`src/rtl/tirq_pkg.sv`:
```
package tirq_pkg;
  localparam int DW          = 8;
  localparam int NSRC        = 3;
  localparam int SRC_TMR     = 0;
  localparam int SRC_SD      = 1;
  localparam int SRC_MP3     = 2;
  localparam int RATE_W      = 3;
  localparam int SHIFT_W     = 4;
  localparam int MAX_SHIFT   = 10;
  localparam int OP_BIT      = 7;

  typedef enum logic [1:0] {
    SEL_RATE = 2'd0,
    SEL_EN   = 2'd1,
    SEL_REQ  = 2'd2,
    SEL_NONE = 2'd3
  } sel_e;

  // divisor is a power of two; table is nonuniform above code 4
  function automatic logic [SHIFT_W-1:0] rate_shift(input logic [RATE_W-1:0] code);
    case (code)
      3'd5:    rate_shift = 4'd6;
      3'd6:    rate_shift = 4'd8;
      3'd7:    rate_shift = 4'd10;
      default: rate_shift = {1'b0, code};
    endcase
  endfunction
endpackage

```
`src/rtl/tirq_prescaler.sv`:
```
module tirq_prescaler #(
  parameter int PRE_DIV = 640
) (
  input  logic clk_i,
  input  logic rst_ni,
  input  logic restart_i,
  output logic tick_o
);
  localparam int PW = (PRE_DIV > 1) ? $clog2(PRE_DIV) : 1;
  localparam logic [PW-1:0] LAST = PW'(PRE_DIV - 1);

  logic [PW-1:0] cnt_q;

  assign tick_o = (cnt_q == LAST);

  always_ff @(posedge clk_i or negedge rst_ni) begin
    if (!rst_ni)        cnt_q <= '0;
    else if (restart_i) cnt_q <= '0;
    else if (tick_o)    cnt_q <= '0;
    else                cnt_q <= cnt_q + 1'b1;
  end
endmodule

```
`src/rtl/tirq_rate_div.sv`:
```
module tirq_rate_div
  import tirq_pkg::*;
(
  input  logic               clk_i,
  input  logic               rst_ni,
  input  logic               restart_i,
  input  logic               base_tick_i,
  input  logic [SHIFT_W-1:0] shift_i,
  output logic               tick_o
);
  logic [MAX_SHIFT-1:0] cnt_q;
  logic [MAX_SHIFT:0]   span;
  logic [MAX_SHIFT-1:0] limit;
  logic                 at_limit;

  assign span     = (MAX_SHIFT+1)'(1) << shift_i;
  assign limit    = MAX_SHIFT'(span - 1'b1);
  assign at_limit = (cnt_q == limit);
  assign tick_o   = base_tick_i & at_limit & ~restart_i;

  always_ff @(posedge clk_i or negedge rst_ni) begin
    if (!rst_ni)          cnt_q <= '0;
    else if (restart_i)   cnt_q <= '0;
    else if (base_tick_i) cnt_q <= at_limit ? '0 : cnt_q + 1'b1;
  end
endmodule

```
`src/rtl/tirq_mask_reg.sv`:
```
module tirq_mask_reg #(
  parameter int N = 3
) (
  input  logic         clk_i,
  input  logic         rst_ni,
  input  logic         wr_i,
  input  logic         op_set_i,
  input  logic [N-1:0] bits_i,
  input  logic [N-1:0] hw_set_i,
  output logic [N-1:0] q_o
);
  logic [N-1:0] sw_val;
  logic [N-1:0] nxt;

  always_comb begin
    sw_val = op_set_i ? (q_o | bits_i) : (q_o & ~bits_i);
    // hardware set applied last so it wins over a clear
    nxt    = (wr_i ? sw_val : q_o) | hw_set_i;
  end

  always_ff @(posedge clk_i or negedge rst_ni) begin
    if (!rst_ni) q_o <= '0;
    else         q_o <= nxt;
  end
endmodule

```
`src/rtl/tick_irq_ctrl.sv`:
```
module tick_irq_ctrl
  import tirq_pkg::*;
#(
  parameter int PRE_DIV = 640
) (
  input  logic          clk_i,
  input  logic          rst_ni,
  input  logic          wr_en_i,
  input  logic [1:0]    wr_sel_i,
  input  logic [DW-1:0] wr_data_i,
  input  logic [1:0]    rd_sel_i,
  output logic [DW-1:0] rd_data_o,
  input  logic          sd_done_i,
  input  logic          mp3_done_i,
  output logic          tick_o,
  output logic          irq_o
);
  sel_e                wsel;
  sel_e                rsel;
  logic                rate_wr;
  logic                en_wr;
  logic                req_wr;
  logic [RATE_W-1:0]   rate_q;
  logic                base_tick;
  logic                tick_now;
  logic                tick_q;
  logic [NSRC-1:0]     en_q;
  logic [NSRC-1:0]     req_q;
  logic [NSRC-1:0]     src_set;
  logic                unused_wr_bits;

  assign wsel    = sel_e'(wr_sel_i);
  assign rsel    = sel_e'(rd_sel_i);
  assign rate_wr = wr_en_i && (wsel == SEL_RATE);
  assign en_wr   = wr_en_i && (wsel == SEL_EN);
  assign req_wr  = wr_en_i && (wsel == SEL_REQ);
  assign unused_wr_bits = ^wr_data_i[OP_BIT-1:RATE_W];

  always_ff @(posedge clk_i or negedge rst_ni) begin
    if (!rst_ni)      rate_q <= '0;
    else if (rate_wr) rate_q <= wr_data_i[RATE_W-1:0];
  end

  tirq_prescaler #(.PRE_DIV(PRE_DIV)) u_pre (
    .clk_i     (clk_i),
    .rst_ni    (rst_ni),
    .restart_i (rate_wr),
    .tick_o    (base_tick)
  );

  tirq_rate_div u_div (
    .clk_i       (clk_i),
    .rst_ni      (rst_ni),
    .restart_i   (rate_wr),
    .base_tick_i (base_tick),
    .shift_i     (rate_shift(rate_q)),
    .tick_o      (tick_now)
  );

  always_ff @(posedge clk_i or negedge rst_ni) begin
    if (!rst_ni) tick_q <= 1'b0;
    else         tick_q <= tick_now;
  end
  assign tick_o = tick_q;

  always_comb begin
    src_set          = '0;
    src_set[SRC_TMR] = tick_now;
    src_set[SRC_SD]  = sd_done_i;
    src_set[SRC_MP3] = mp3_done_i;
  end

  tirq_mask_reg #(.N(NSRC)) u_en (
    .clk_i    (clk_i),
    .rst_ni   (rst_ni),
    .wr_i     (en_wr),
    .op_set_i (wr_data_i[OP_BIT]),
    .bits_i   (wr_data_i[NSRC-1:0]),
    .hw_set_i ({NSRC{1'b0}}),
    .q_o      (en_q)
  );

  tirq_mask_reg #(.N(NSRC)) u_req (
    .clk_i    (clk_i),
    .rst_ni   (rst_ni),
    .wr_i     (req_wr),
    .op_set_i (wr_data_i[OP_BIT]),
    .bits_i   (wr_data_i[NSRC-1:0]),
    .hw_set_i (src_set),
    .q_o      (req_q)
  );

  assign irq_o = |(req_q & en_q);

  always_comb begin
    rd_data_o = '0;
    case (rsel)
      SEL_RATE: rd_data_o[RATE_W-1:0] = rate_q;
      SEL_EN:   rd_data_o[NSRC-1:0]   = en_q;
      SEL_REQ:  rd_data_o[NSRC-1:0]   = req_q;
      default:  rd_data_o = '0;
    endcase
  end
endmodule

```
`config.mk`:
```
export PLATFORM = sky130hd
export DESIGN_NAME = tick_irq_ctrl
export DESIGN_NICKNAME = d
export VERILOG_FILES = /design/src/rtl/tirq_pkg.sv /design/src/rtl/tirq_prescaler.sv /design/src/rtl/tirq_rate_div.sv /design/src/rtl/tirq_mask_reg.sv /design/src/rtl/tick_irq_ctrl.sv
export SDC_FILE = /design/constraint.sdc
export NUM_CORES = 1
export LEC_CHECK = 0
export BUFFER_PORTS_ARGS = -buffer_cell sky130_fd_sc_hd__buf_2
export CAP_MARGIN = 20
export CORE_ASPECT_RATIO = 0.7
export CORE_MARGIN = 8
export CORE_UTILIZATION = 57
export DETAILED_ROUTE_END_ITERATION = 6
export HOLD_SLACK_MARGIN = 0.06
export PLACE_DENSITY = 0.84
export SLEW_MARGIN = 20
export SYNTH_ARGS = -nofsm -noshare
export SYNTH_HDL_FRONTEND = slang
export SYNTH_HIERARCHICAL = 1
export SYNTH_SLANG_ARGS = --single-unit
```
`constraint.sdc`:
```
create_clock -name clk_i -period 3.6 [get_ports clk_i]
set_input_delay 0.72 -clock clk_i [delete_from_list [all_inputs] [get_ports clk_i]]
set_output_delay 0.72 -clock clk_i [all_outputs]
set_load 0.01 [all_outputs]
```
==> reports/metrics.yaml, run 1 <==
setup_path:
  r2r-end: "u_div/cnt_q[2]$_DFFE_PN0P_"
  end_kind: "flop"
  path_max_fanout: 8
  startpoint_type: "flop"
  r2r_cells: 9
  r2r-start: "rate_q[2]$_DFFE_PN0P_"
  crit_required_ns: 3.74
  r2r_setup_slack_ns: 0.36
  arrival_ns: 3.38
  setup.worst_path.class: "flop to flop"
min_path:
  hp-class: "input pin to asynchronous set/reset pin"
floorplanning:
  core_um2: 3490
  std_cell_rows: 18
  fp.dieW_um: 87.6
  die_h_um: 66.1
  io_pins: 27
  start_util: 0.586
  dieArea_um2: 5790
cts:
  cts_tree: "built"
  cts.path.max_buffers: 2
  postCtsSetupRepairBufs: 0
  clk_pin_slew_ns: 0.07
  cts_buffers: 5
  clk_latency_ns: 0.28
  ctsHoldBuffers: 0
  cts.sinks: 30
  cts_max_level: 2
  ctsRootBufferMaster: "clkbuf_8"
  cts_resized: 0
grt:
  gr-total-overflow: 0
  antenna_found_initial: 0
  grt_first_pass_wirelength_um: 7110
  grt_max_degree: 31
  track_usage: 0.154
  grt_pass1_vias: 1619
sta:
  slew_headroom: 0.559
  finalHoldViolCount: 0
  worstMarginPinSlew_ns: 0.661
  rsz0062_at_grt: "no"
  fin_crit_ns: 3.24
  period_share: 0.899
  slew_violations: 0
  tns_ns: 0
  max_freq_ghz: 0.309
  skew_ns: 0.00456
  setup_viol: 0
synthesis:
  synthFlopType: "dfrtp_1"
  synth_area_leaders: "dfrtp_1 37%, nor4_1 3.1%, a311o_1 2.9%, nand3_1 2.9%, o21ai_0 2.9%"
  syn_area_um2: 2050
  synth_edf_count: 0
  async_flop_share: 1.00
  avgSynthCellArea_um2: 9.60
  yosysTopAreaCell: "dfrtp_1"
  yosys.cell_types.count: 62
  synth_top_cell_area_share: 0.367
  syn_inst: 213
  yosysWarnings: 6
  ys_seq_elements: 30
  ys_seq_area_frac: 0.367
final_layout:
  drive_gt1_frac: 0.229
  nNetsFinal: 255
  num_antenna_cells: 0
  layout.filler_cells: 286
  finalNonFillerCells: 286
  area_growth_pct: 11.7
  design_area_um2: 2290
routing:
  wl_per_cell_um: 14.4
  wl_um: 4110
  first_pass_iters: 5
  antenna_left: 0
  avgViaCountPerCell: 5.80
  vias: 1658
  drcViolationCount: 0
  drtIter0Drc: 104
pwr:
  p_total_mw: 1.14
  p_leak_nw: 0.979
  p_per_area_nw_per_um2: 499
  ir_drop_mv: 0.292
place:
  gp_congestion: 0.783
  placed_area_um2: 2140
  port_buffers: 17
  dpl.hpwl_um: 3080
  placedCellCount: 278
run_status:
  outcome: "finished clean"
flow_run:
  maxCapViolCount: 0
area by class of cell:
class | count | area [um^2] | area share
clock buffer | 6 | 82.6 | 0.0361
inverter | 8 | 30.0 | 0.0131
timing repair buffer | 23 | 130 | 0.0569
clock inverter | 2 | 60.1 | 0.0263
sequential | 30 | 751 | 0.328
tap | 50 | 62.6 | 0.0274
multi-input combinational | 167 | 1170 | 0.512
metrics by stage:
stage | worst slack [ns] | util | hold slack [ns]
final | 0.364 | 0.655 | 0.470
after global routing | 0.214 | 0.655 | 0.514
after CTS | 0.352 | 0.655 | 0.481
after detailed placement | 0.381 | 0.614 | 0.476
after global placement | 0.451 | 0.614 | 0.473
after floorplan | 0.525 | - | 0.424
synthesized netlist by cell type (4+ instances only):
library cell  number
a21boi_0           4
a21oi_1           10
a311o_1            6
and3_2             5
buf_4              5
dfrtp_1           30
inv_1              8
mux2_2             4
mux2i_1            4
nand2_1            7
nand2b_1           5
nand3_1           12
nor2_1            14
nor2b_1            4
nor3_1             4
nor4_1            10
o21ai_0           12
xnor2_1            4
xor2_1             5
kinds of logic after synthesis:
| family | synth area share |
|---|---|
| muxes | 0.0416 |
| adders and majority gates | 0.0184 |
| xor gates and xnor gates | 0.0385 |
| buffers and inverters | 0.0771 |
| other | 0.00183 |
| and+or+nand+nor | 0.250 |
| DFF | 0.367 |
| AOI/OAI and AO/OA | 0.206 |
sequential cells by signal (all words and copies together) (netlist names):
name,flops
rate_q,3
tick_o,1
u_req/q_o,3
u_en/q_o,3
u_pre/cnt_q,10
u_div/cnt_q,10
worst max-delay path by stage:
stage	startpoint	slack, ns	endpoint	cells past startpoint
global placement	rate_q[2]$_DFFE_PN0P_	0.45	u_div/cnt_q[2]$_DFFE_PN0P_	9
global route	rate_q[2]$_DFFE_PN0P_	0.21	u_div/cnt_q[2]$_DFFE_PN0P_	9
finish	rate_q[2]$_DFFE_PN0P_	0.36	u_div/cnt_q[2]$_DFFE_PN0P_	9
floorplan	rate_q[2]$_DFFE_PN0P_	0.53	u_div/cnt_q[2]$_DFFE_PN0P_	10
CTS	rate_q[2]$_DFFE_PN0P_	0.35	u_div/cnt_q[2]$_DFFE_PN0P_	9
detailed placement	rate_q[2]$_DFFE_PN0P_	0.38	u_div/cnt_q[2]$_DFFE_PN0P_	9
worst max-delay path, cell delays in order, from the launching register on:
cell and delay [ns]:
dfrtp_1 0.42, mux2_2 0.37, or4_4 0.49, ha_1 0.25, or3b_2 0.44, a21oi_1 0.19
o21a_1 0.16, o22ai_1 0.15, nor4b_4 0.49, nor4_1 0.13
power breakdown:
part	total [mW]	switching, mW	internal [mW]
logic	0.307	0.169	0.138
clock network	0.425	0.130	0.295
registers	0.409	0.0362	0.372
routing by layer:
layer  vias to the layer above  part of all wire  GRT usage
li1                        832                 -          -
met3                         5             0.043     0.0385
met2                        31              0.47      0.250
met1                       790              0.48      0.194
met4                         0            0.0097     0.0533
met5                         -                 0          0
layout by cell type (no fill, tap or decap), drive strengths merged, types with 2 or more instances in the layout:
| master | netlist | routed |
|---|---|---|
| nor4b | 2 | 2 |
| ha | 3 | 3 |
| a21oi | 10 | 10 |
| mux2 | 4 | 4 |
| conb | 1 | 8 |
| and3b | 2 | 2 |
| o21ai | 12 | 12 |
| o31ai | 2 | 2 |
| nor3 | 4 | 4 |
| nand2 | 7 | 7 |
| nand3 | 12 | 12 |
| xor2 | 5 | 5 |
| nor4 | 10 | 10 |
| nand2b | 5 | 5 |
| nand4 | 2 | 2 |
| clkbuf | 3 | 6 |
| o22ai | 2 | 2 |
| o311ai | 2 | 2 |
| buf | 10 | 23 |
| bufinv | 0 | 2 |
| nor2b | 4 | 4 |
| a311o | 6 | 6 |
| nor2 | 14 | 14 |
| mux2i | 4 | 4 |
| dfrtp | 30 | 30 |
| inv | 8 | 8 |
| xnor2 | 4 | 4 |
| a21boi | 6 | 6 |
| or4 | 3 | 3 |
| or3 | 3 | 3 |
| o2bb2ai | 3 | 3 |
| and3 | 8 | 8 |
Note: power is estimated with default switching activity, not from simulation.
==> inputs of run 2 (changes only) <==
Settings changed: BUFFER_PORTS_ARGS -buffer_cell sky130_fd_sc_hd__buf_2 to default, CAP_MARGIN 20 to 30, CORE_UTILIZATION 57 to 63, DONT_BUFFER_PORTS from default to 1.
==> run 2 against run 1 <==
Effect of this change:
- clock skew is 0.0028 ns higher
- clock power down 34%
- largest cell class unchanged
- critical path depth unchanged
- combinational power shrank 6%
- count of clock-buffer cells in the layout unchanged
- sequential power about the same
- cell count down 11%
- hold slack got worse by 0.34 ns
- critical path type unchanged
==> reports/metrics.yaml, run 2 (synthesis results as in run 1) <==
run_status:
  outcome: "finished clean"
grt:
  grt_max_degree: 31
  gr-total-overflow: 0
  track_usage: 0.163
  grt_first_pass_wirelength_um: 7350
  grt_pass1_vias: 1610
  antenna_found_initial: 0
final_layout:
  nNetsFinal: 236
  mostFrequentLayoutCell: "dfrtp_1"
  num_antenna_cells: 0
  layout.filler_cells: 243
  layout_common_cells: "30 x dfrtp_1, 14 x nor2_1, 12 x o21ai_0, 12 x nand3_1, 10 x a21oi_1"
  top_regs: "u_div/cnt_q x10, u_pre/cnt_q x10"
  utilization: 0.680
  drive_gt1_frac: 0.166
  area_growth_pct: 3.91
sta:
  fin_crit_ns: 3.43
  max_freq_ghz: 0.292
  worstMarginPinSlew_ns: 0.591
  period_share: 0.953
  finalHoldViolCount: 0
  slew_headroom: 0.605
  tns_ns: 0
  setup_viol: 0
  skew_ns: 0.00733
  slew_violations: 0
  rsz0062_at_grt: "no"
setup_path:
  r2r_setup_slack_ns: 0.17
  startpoint_type: "flop"
  crit_required_ns: 3.73
  r2r_cells: 9
  path_max_fanout: 10
  arrival_ns: 3.56
  setup.worst_path.class: "flop to flop"
  end_kind: "flop"
routing:
  wl_per_cell_um: 16.9
  avgViaCountPerCell: 6.46
  drtIter0Drc: 102
  vias: 1647
  antenna_left: 0
  drcViolationCount: 0
  wl_um: 4300
  first_pass_iters: 4
floorplanning:
  fp.dieW_um: 84.1
  io_pins: 27
  dieArea_um2: 5360
  start_util: 0.654
  core_um2: 3130
  die_h_um: 63.7
  std_cell_rows: 17
cts:
  cts.sinks: 30
  cts_max_level: 2
  ctsRootBufferMaster: "clkbuf_8"
  postCtsSetupRepairBufs: 0
  cts_buffers: 5
  cts_tree: "built"
  clk_pin_slew_ns: 0.07
  clk_latency_ns: 0.28
  cts.path.max_buffers: 2
pwr:
  p_leak_nw: 0.879
  ir_drop_mv: 0.320
  p_per_area_nw_per_um2: 461
min_path:
  hp-class: "input pin to asynchronous set/reset pin"
flow_run:
  maxCapViolCount: 0
place:
  gp_congestion: 0.908
  dpl.hpwl_um: 3110
  port_buffers: 0
-- run 2: layout make-up --
| cell class | count | area (um^2) | share of cell area |
|---|---|---|---|
| multi-input cells | 167 | 1170 | 0.551 |
| flip-flops and latches | 30 | 751 | 0.353 |
| clock buffers | 6 | 82.6 | 0.0388 |
| well taps | 38 | 47.5 | 0.0224 |
| repair buffers | 4 | 30.0 | 0.0141 |
| inverters | 8 | 30.0 | 0.0141 |
| clock inverters | 2 | 12.5 | 0.00589 |
-- run 2: metrics by stage --
step           instance area, um^2  power, mW  worst slack (ns)  hold slack, ns  cells
2_1_floorplan                 2070      0.657             0.525           0.424    220
3_3_place_gp                  2030      0.674             0.402           0.425    247
3_5_place_dp                  2030      0.697             0.227           0.425    247
4_1_cts                       2120      0.981             0.189           0.122    255
5_1_grt                       2130       1.04            0.0155           0.114    255
6_report                      2130      0.979             0.171           0.127    255
-- run 2: path summary, 6_finish.rpt --
check,start,to
worst max-delay path,rate_q[2]$_DFFE_PN0P_,u_div/cnt_q[5]$_DFFE_PN0P_
worst min-delay path,rst_ni,u_pre/cnt_q[1]$_DFF_PN0_
worst max register to register,rate_q[2]$_DFFE_PN0P_,u_div/cnt_q[5]$_DFFE_PN0P_
worst min register to register,u_pre/cnt_q[0]$_DFF_PN0_,u_pre/cnt_q[0]$_DFF_PN0_
max in group asynchronous,rst_ni,u_div/cnt_q[5]$_DFFE_PN0P_
min in group clk_i,u_pre/cnt_q[0]$_DFF_PN0_,u_pre/cnt_q[0]$_DFF_PN0_
-- run 2: power breakdown --
part	internal, mW	switching [mW]
clock	0.153	0.127
combinational	0.125	0.163
sequential	0.373	0.0387
total	0.651	0.328
-- run 2: routing by layer --
metal,up-vias,global-route usage,routed length [um]
li1,795,-,-
met1,779,0.194,1870
met2,71,0.268,2040
met3,2,0.0629,379
met4,0,0.0386,8
met5,-,0,0
-- run 2: critical path, stage by stage (launching register included) --
cell     delay [ns]
dfrtp_1        0.44
mux2_2         0.39
or4_4          0.51
ha_1           0.34
or3b_2         0.48
a21oi_1        0.20
o21a_1         0.16
o22ai_1        0.16
nor4b_4        0.50
nor4_1         0.12
-- run 2: repair_timing --
item                                    4_1_cts  5_1_grt
endpoints found under the setup margin        0        8
hold buffers                                  0        0
resized for setup                             0        1
endpoints found under the hold margin         0        0
==> inputs of run 3 (changes only) <==
Settings changed: MAX_ROUTING_LAYER from default to met4.
==> run 3 against run 2 <==
Effect of this change:
- cell count unchanged
- register-to-register slack hardly changed
- worst setup slack improved by 0.014 ns
- critical path depth did not move
- non-clock buffer count did not move
- first-iteration DRC count grew 42%
- design area is the same
- clock power barely moved
- critical path type unchanged
- largest cell class unchanged
- largest power group unchanged
==> reports/metrics.yaml, run 3 (synthesis results as in run 1) <==
cts:
  cts.sinks: 30
  cts_buffers: 5
  postCtsSetupRepairBufs: 0
  cts_tree: "built"
  clk_pin_slew_ns: 0.07
  ctsRootBufferMaster: "clkbuf_8"
  cts.path.max_buffers: 2
  clk_latency_ns: 0.28
  cts_max_level: 2
  ctsHoldBuffers: 0
setup_path:
  startpoint_type: "flop"
  path_max_fanout: 10
  setup.worst_path.class: "flop to flop"
  r2r_setup_slack_ns: 0.18
  arrival_ns: 3.55
  r2r-end: "u_div/cnt_q[5]$_DFFE_PN0P_"
  r2r-start: "rate_q[2]$_DFFE_PN0P_"
  crit_required_ns: 3.74
  r2r_cells: 9
  end_kind: "flop"
min_path:
  hp-class: "input pin to asynchronous set/reset pin"
routing:
  drcViolationCount: 0
  wl_um: 4300
  vias: 1642
  avgViaCountPerCell: 6.44
  drtIter0Drc: 145
  first_pass_iters: 4
  wl_per_cell_um: 16.9
  antenna_left: 0
sta:
  max_freq_ghz: 0.293
  fin_ws_ns: 0.184
  skew_ns: 0.00718
  finalHoldViolCount: 0
  tns_ns: 0
  worstMarginPinSlew_ns: 0.597
  setup_viol: 0
  slew_violations: 0
  slew_headroom: 0.601
  fin_crit_ns: 3.42
  period_share: 0.949
  rsz0062_at_grt: "no"
place:
  post-place-ws_ns: 0.227
  gp_congestion: 0.924
  dpl.hpwl_um: 3110
  port_buffers: 0
  placedCellCount: 247
pwr:
  p_leak_nw: 0.879
  p_per_area_nw_per_um2: 461
  ir_drop_mv: 0.319
final_layout:
  top_regs: "u_div/cnt_q x10, u_pre/cnt_q x10"
  finalNonFillerCells: 255
  drive_gt1_frac: 0.166
  layout.filler_cells: 243
  area_growth_pct: 3.91
  utilization: 0.680
  nNetsFinal: 236
  mostFrequentLayoutCell: "dfrtp_1"
  num_antenna_cells: 0
  layout_common_cells: "30 x dfrtp_1, 14 x nor2_1, 12 x o21ai_0, 12 x nand3_1, 10 x a21oi_1"
floorplanning:
  die_h_um: 63.7
  fp.dieW_um: 84.1
  std_cell_rows: 17
  dieArea_um2: 5360
  core_um2: 3130
  start_util: 0.654
  io_pins: 27
grt:
  track_usage: 0.168
  grt_pass1_vias: 1605
  grt_first_pass_wirelength_um: 7350
  antenna_found_initial: 0
  grt_max_degree: 31
  gr-total-overflow: 0
flow_run:
  maxCapViolCount: 0
run_status:
  outcome: "finished clean"
run 3: cell counts in the layout (fill, tap and decap cells not counted):
Identical to the previous run, type by type.
run 3: worst max-delay path by stage:
stage	start	to	slack (ns)
4_1_cts	rate_q[2]$_DFFE_PN0P_	u_div/cnt_q[2]$_DFFE_PN0P_	0.19
2_1_floorplan	rate_q[2]$_DFFE_PN0P_	u_div/cnt_q[2]$_DFFE_PN0P_	0.53
3_5_place_dp	rate_q[2]$_DFFE_PN0P_	u_div/cnt_q[2]$_DFFE_PN0P_	0.23
3_3_place_gp	rate_q[2]$_DFFE_PN0P_	u_div/cnt_q[2]$_DFFE_PN0P_	0.40
5_1_grt	rate_q[2]$_DFFE_PN0P_	u_div/cnt_q[2]$_DFFE_PN0P_	0.02
6_report	rate_q[2]$_DFFE_PN0P_	u_div/cnt_q[5]$_DFFE_PN0P_	0.18
run 3: per-layer routing:
metal | routed length [um] | vias to the layer above | track usage
li1 | - | 798 | -
met1 | 1930 | 783 | 0.199
met2 | 2050 | 57 | 0.268
met3 | 305 | 4 | 0.0603
met4 | 12 | 0 | 0.0386
met5 | 0 | - | -
run 3: what timing repair did:
item                       in CTS  in global routing
hold endpoints to repair        0                  0
gates resized for setup         0                  1
setup endpoints to repair       0                  8
run 3: layout make-up:
cell class / instances / area, um^2 / area share
tap: 38 / 47.5 / 0.0224
clock buffer: 6 / 82.6 / 0.0388
multi-input combinational: 167 / 1170 / 0.551
timing repair buffer: 4 / 30.0 / 0.0141
sequential: 30 / 751 / 0.353
inverter: 8 / 30.0 / 0.0141
clock inverter: 2 / 12.5 / 0.00589
run 3: power breakdown:
part	internal [mW]	switching, mW
Combinational	0.125	0.161
Clock	0.153	0.128
Sequential	0.373	0.0384
run 3: worst max-delay path, cell delays in order (launching register included):
cell and delay [ns]:
dfrtp_1 0.44, mux2_2 0.39, or4_4 0.51, ha_1 0.33, or3b_2 0.48, a21oi_1 0.19
o21a_1 0.16, o22ai_1 0.15, nor4b_4 0.50, nor4_1 0.12
run 3: per-stage QoR:
stage | instance area [um^2] | hold slack (ns) | power (mW)
6_report | 2130 | 0.125 | 0.979
3_5_place_dp | 2030 | 0.425 | 0.697
4_1_cts | 2120 | 0.122 | 0.981
3_3_place_gp | 2030 | 0.425 | 0.674
5_1_grt | 2130 | 0.111 | 1.04
2_1_floorplan | 2070 | 0.424 | 0.657
